### config.mk
export PLATFORM = sky130hd
export DESIGN_NAME = hrmono_serializer
export DESIGN_NICKNAME = d
export VERILOG_FILES = /design/src/rtl/hrmono_pkg.sv /design/src/rtl/hrmono_merge.sv /design/src/rtl/hrmono_pacer.sv /design/src/rtl/hrmono_shifter.sv /design/src/rtl/hrmono_serializer.sv
export SDC_FILE = /design/constraint.sdc
export NUM_CORES = 1
export LEC_CHECK = 0
export BUFFER_PORTS_ARGS = -buffer_cell sky130_fd_sc_hd__buf_2
export CAP_MARGIN = 10
export CORE_MARGIN = 10
export CORE_UTILIZATION = 54
export DETAILED_ROUTE_END_ITERATION = 8
export PLACE_DENSITY = 0.79
export SYNTH_ARGS = -nofsm -noshare
export SYNTH_HDL_FRONTEND = slang
export SYNTH_SLANG_ARGS = --single-unit
### constraint.sdc
create_clock -name clk -period 3.3 [get_ports clk]
set_clock_uncertainty 0.1 [all_clocks]
set_input_delay 0.33 -clock clk [delete_from_list [all_inputs] [get_ports clk]]
set_output_delay 0.33 -clock clk [all_outputs]
set_load 0.03 [all_outputs]
### src/rtl/hrmono_pkg.sv
package hrmono_pkg;
  localparam int PIX_W = 8;
  localparam int SYM_W = 4;
  localparam int NPAIR = PIX_W / 2;
  localparam int CNT_W = $clog2(PIX_W);

  typedef enum logic [1:0] {
    W_BIT  = 2'b00,
    W_EVEN = 2'b01,
    W_PAIR = 2'b10,
    W_NIB  = 2'b11
  } width_e;

  localparam logic [1:0] SEL_HIRES = 2'b10;

  // cursor control pair: low bit selects, high bit is the forced value
  function automatic logic [1:0] merge_pair(logic [1:0] v, logic [1:0] c);
    return c[0] ? {2{c[1]}} : v;
  endfunction

  function automatic int unsigned step_bits(width_e w);
    case (w)
      W_NIB:   return 4;
      W_PAIR:  return 2;
      default: return 1;
    endcase
  endfunction

  // index of the last symbol of a pixel
  function automatic logic [CNT_W-1:0] sym_last(width_e w);
    case (w)
      W_BIT:   return CNT_W'(PIX_W - 1);
      W_EVEN:  return CNT_W'(NPAIR - 1);
      W_PAIR:  return CNT_W'(PIX_W / 2 - 1);
      default: return CNT_W'(PIX_W / 4 - 1);
    endcase
  endfunction

  // shift-register image at pixel start
  function automatic logic [PIX_W-1:0] pack_load(logic [PIX_W-1:0] m, width_e w);
    logic [PIX_W-1:0] r;
    r = '0;
    if (w == W_EVEN) begin
      for (int i = 0; i < NPAIR; i++) r[PIX_W-1-i] = m[PIX_W-2-2*i];
    end else begin
      r = m;
    end
    return r;
  endfunction
endpackage

### src/rtl/hrmono_merge.sv
module hrmono_merge
  import hrmono_pkg::*;
(
  input  logic [PIX_W-1:0] vid,
  input  logic [PIX_W-1:0] cur,
  output logic [PIX_W-1:0] mix
);
  for (genvar p = 0; p < NPAIR; p++) begin : g_pair
    assign mix[2*p+1:2*p] = merge_pair(vid[2*p+1:2*p], cur[2*p+1:2*p]);
  end
endmodule

### src/rtl/hrmono_pacer.sv
module hrmono_pacer
  import hrmono_pkg::*;
(
  input  logic   clk,
  input  logic   rst_n,
  input  logic   active,
  input  width_e width_now,
  output logic   load_evt
);
  logic [CNT_W-1:0] cnt_q;

  assign load_evt = active && (cnt_q == '0);

  always_ff @(posedge clk) begin
    if (!rst_n)        cnt_q <= '0;
    else if (!active)  cnt_q <= '0;
    else if (load_evt) cnt_q <= sym_last(width_now);
    else               cnt_q <= cnt_q - 1'b1;
  end
endmodule

### src/rtl/hrmono_shifter.sv
module hrmono_shifter
  import hrmono_pkg::*;
(
  input  logic             clk,
  input  logic             rst_n,
  input  logic             active,
  input  logic             load_evt,
  input  width_e           width_in,
  input  logic [PIX_W-1:0] mix,
  output logic [SYM_W-1:0] ser_data,
  output logic             strobe,
  output logic [PIX_W-1:0] merged
);
  logic [PIX_W-1:0] sh_q;
  width_e           width_q;

  always_ff @(posedge clk) begin
    if (!rst_n) begin
      sh_q    <= '0;
      width_q <= W_BIT;
      strobe  <= 1'b0;
      merged  <= '0;
    end else if (!active) begin
      sh_q   <= '0;
      strobe <= 1'b0;
      merged <= '0;
    end else if (load_evt) begin
      sh_q    <= pack_load(mix, width_in);
      width_q <= width_in;
      merged  <= mix;
      strobe  <= 1'b1;
    end else begin
      sh_q   <= sh_q << step_bits(width_q);
      strobe <= 1'b0;
    end
  end

  assign ser_data = SYM_W'(sh_q >> (PIX_W - step_bits(width_q)));
endmodule

### src/rtl/hrmono_serializer.sv
module hrmono_serializer
  import hrmono_pkg::*;
(
  input  logic             clk,
  input  logic             rst_n,
  input  logic             hires_en,
  input  logic [1:0]       out_sel,
  input  logic [1:0]       width_sel,
  input  logic [PIX_W-1:0] vid_byte,
  input  logic [PIX_W-1:0] cur_byte,
  output logic [SYM_W-1:0] ser_data,
  output logic             pix_strobe,
  output logic [PIX_W-1:0] merged_byte
);
  logic             active;
  logic             load_evt;
  logic [PIX_W-1:0] mix;
  width_e           wsel;

  assign active = hires_en && (out_sel == SEL_HIRES);
  assign wsel   = width_e'(width_sel);

  hrmono_merge u_merge (
    .vid (vid_byte),
    .cur (cur_byte),
    .mix (mix)
  );

  hrmono_pacer u_pacer (
    .clk       (clk),
    .rst_n     (rst_n),
    .active    (active),
    .width_now (wsel),
    .load_evt  (load_evt)
  );

  hrmono_shifter u_shift (
    .clk      (clk),
    .rst_n    (rst_n),
    .active   (active),
    .load_evt (load_evt),
    .width_in (wsel),
    .mix      (mix),
    .ser_data (ser_data),
    .strobe   (pix_strobe),
    .merged   (merged_byte)
  );
endmodule

==> impl_metrics.csv <==
group,metric,value,unit
critical_path,worst_ep_required_time,2870,ps
place,dp.cells,183,
die,start_util,0.563,
timing,worst_pin_slew,645,ps
critical_path,path_max_fanout,11,
timing,rsz0062_at_grt,"false",
cells_and_area,fin_nets,185,
place,place_congestion,0.781,
drt,drc,0,
cells_and_area,layout-drive-gt1-share,0.354,
global_route,overflow,0,
synth,synth_largest_area_cell,"dfxtp_1",
status,outcome,"complete, no violations",
die,die_w,67.8,um
clock_network,hold_buffers,0,
synth,ys_seq_area_frac,0.357,
critical_path,cp-end-kind,"output port",
critical_path,worstSetupStartpointType,"flip-flop",
power,sw_frac_of_total,0.259,
power,power.total,0.000465,W
synth,synth.avg_cell_area,9.49,sq um
synth,netlist_top_cells_count,"dfxtp_1 (22), nor3_1 (14), a21oi_1 (13), mux2i_1 (10), mux2_2 (9)",
die,row_count,17,
cells_and_area,antenna_cells,0,
drt,drt_first_iter_violations,17,
global_route,antenna_found_initial,0,
timing,slew_violations,0,
power,ir_drop,0.271,mV
synth,synth_seq_cells,22,
synth,synthCells,130,
clock_network,path_clk_slew,110,ps
timing,period_share,0.544,
global_route,grt_util_met2,0.228,
clock_network,cts_setup_buffers,0,
cells_and_area,final_util,0.634,
timing,hold_violations,0,
global_route,use_met3,0.0380,
drt,ant_nets,0,
cells_and_area,instances_no_fill,186,
drt,wl,2760,um
timing,min_period,1790,ps
global_route,use_met1,0.144,
synth,yosysMostFrequentCell,"dfxtp_1",
job,maxCapViolCount,0,
die,coreArea,2190,sq um
clock_network,clock_sinks,22,
drt,via_per_inst,5.67,
synth,synth.top_cell.area_share,0.357,
global_route,grt.total_usage,0.129,
clock_network,htree_levels,1,
power,internal-power,0.000345,W
global_route,busiest_layer,"met2",
synth,ys_warn_count,0,
clock_network,cts_resized,0,
drt,wire_per_inst,14.8,um
synth,ys_types,31,
synth,synthArstFlopShare,0,
clock_network,numCtsBuffers,3,
cells_and_area,area_growth,12.6,%
place,place_ws,1530,ps
cells_and_area,fillers,198,
critical_path,crit_arrival,1360,ps
synth,synth_top_flop_cell,"dfxtp_1",
die,dieArea,4600,sq um
power,leakage,0.594,nW
clock_network,clockRootBuffer,"clkbuf_4",
timing,fin_tns_setup,0,ps
synth,syn-num-nets,155,
die,die_h,67.8,um
synth,netlist_top_cells_area,"dfxtp_1 (36%), mux2_2 (8.2%), mux2i_1 (8.1%), nor3_1 (5.7%), a21oi_1 (5.3%)",
critical_path,critPathKind,"reg2out",
synth,synth_edf_count,0,
timing,maxSlewHeadroom,0.570,
global_route,grt_pass1_wl,4660,um
drt,via_count,1055,
timing,timing.final.ws_setup,1510,ps
synth,synth_area,1230,sq um
clock_network,clock_path_buffers,2,
clock_network,insertion_delay,300,ps
power,powerDensity,335,nW/um^2
die,pin_count,36,
place,place_hpwl,2250,um
place,io_buffer_count,35,
min_path,hold_class,"in2reg",
timing,max_freq,557,MHz
power,p_switching,0.000120,W
clock_network,cts_tree,"yes",
timing,setup_violations,0,
power,clkPwrFrac,0.252,
drt,dr.pass1.iters,4,
global_route,grt_start_max_net_pins,18,
power,combPwrFrac,0.160,
global_route,grt_pass1_vias,1042,
power,seqPwrFrac,0.588,
metal layers:
| metal | up-vias | wire length, um |
|---|---|---|
| met5 | - | 0 |
| met4 | 0 | 40 |
| met3 | 5 | 144 |
| met2 | 27 | 1440 |
| met1 | 493 | 1130 |
| li1 | 530 | - |
power by group through the flow:
| stage | sequential (W) | clock, W | combinational, W |
|---|---|---|---|
| floorplan | 0.000279 | 0 | 0.0000551 |
| global placement | 0.000279 | 0 | 0.0000711 |
| detailed placement | 0.000280 | 0 | 0.0000740 |
| CTS | 0.000274 | 0.000117 | 0.0000743 |
| global route | 0.000274 | 0.000131 | 0.0000825 |
| finish | 0.000273 | 0.000117 | 0.0000743 |
placed cells by master (no fill, tap or decap), types with 3 or more instances in the layout:
cell type   n
inv_1       3
mux2_1      3
a21oi_1    13
nor3_2      4
nor3_1     14
mux2_2      9
mux2i_1    10
dfxtp_1    22
o22ai_1     4
nor2b_1     4
buf_2      35
clkbuf_4    3
nand4_1     3
and3b_1     3
o21ai_0     3
nand3_1     4
final cells by class:
| cell class | count | area (sq um) | area share |
|---|---|---|---|
| multi-input cells | 95 | 704 | 0.507 |
| clock buffers | 3 | 22.5 | 0.0162 |
| well taps | 28 | 35.0 | 0.0252 |
| flip-flops and latches | 22 | 440 | 0.317 |
| inverters | 3 | 11.3 | 0.00811 |
| repair buffers | 35 | 175 | 0.126 |
worst max-delay path: stages (launching register included):
cell and delay (ps):
dfxtp_1 560, mux2i_1 230, a21oi_1 80, buf_2 200
stage by stage:
step / cell area, sq um / hold slack [ps]
2_1_floorplan: 1230 / 307
3_3_place_gp: 1370 / 325
3_5_place_dp: 1370 / 330
4_1_cts: 1390 / 211
5_1_grt: 1390 / 209
6_report: 1390 / 208
registers in the layout (all words and copies together) (netlist names):
| register | flops |
|---|---|
| u_shift.merged | 8 |
| u_shift.sh_q | 8 |
| u_shift.strobe | 1 |
| u_pacer.cnt_q | 3 |
| u_shift.width_q | 2 |
logic make-up (layout without fill, tap and decap cells):
logic type | after synthesis | after routing | share of synthesized area
xor gates and xnor gates | 1 | 1 | 0.00710
and+or+nand+nor | 44 | 44 | 0.227
adders and majority gates | 2 | 2 | 0.0203
buffers and inverters | 13 | 41 | 0.0720
muxes | 22 | 22 | 0.191
DFF | 22 | 22 | 0.357
AOI/OAI and AO/OA | 26 | 26 | 0.126
final timing paths:
kind	cells past startpoint	slack, ps	to	start
worst max-delay path	3	1510	ser_data[0]	u_shift.width_q[0]
worst min-delay path	3	210	u_shift.width_q[0]	width_sel[0]
worst max register to register	5	1560	u_shift.sh_q[4]	u_pacer.cnt_q[0]
worst min register to register	1	350	u_pacer.cnt_q[0]	u_pacer.cnt_q[0]
Power figures use the tool's default switching activity.
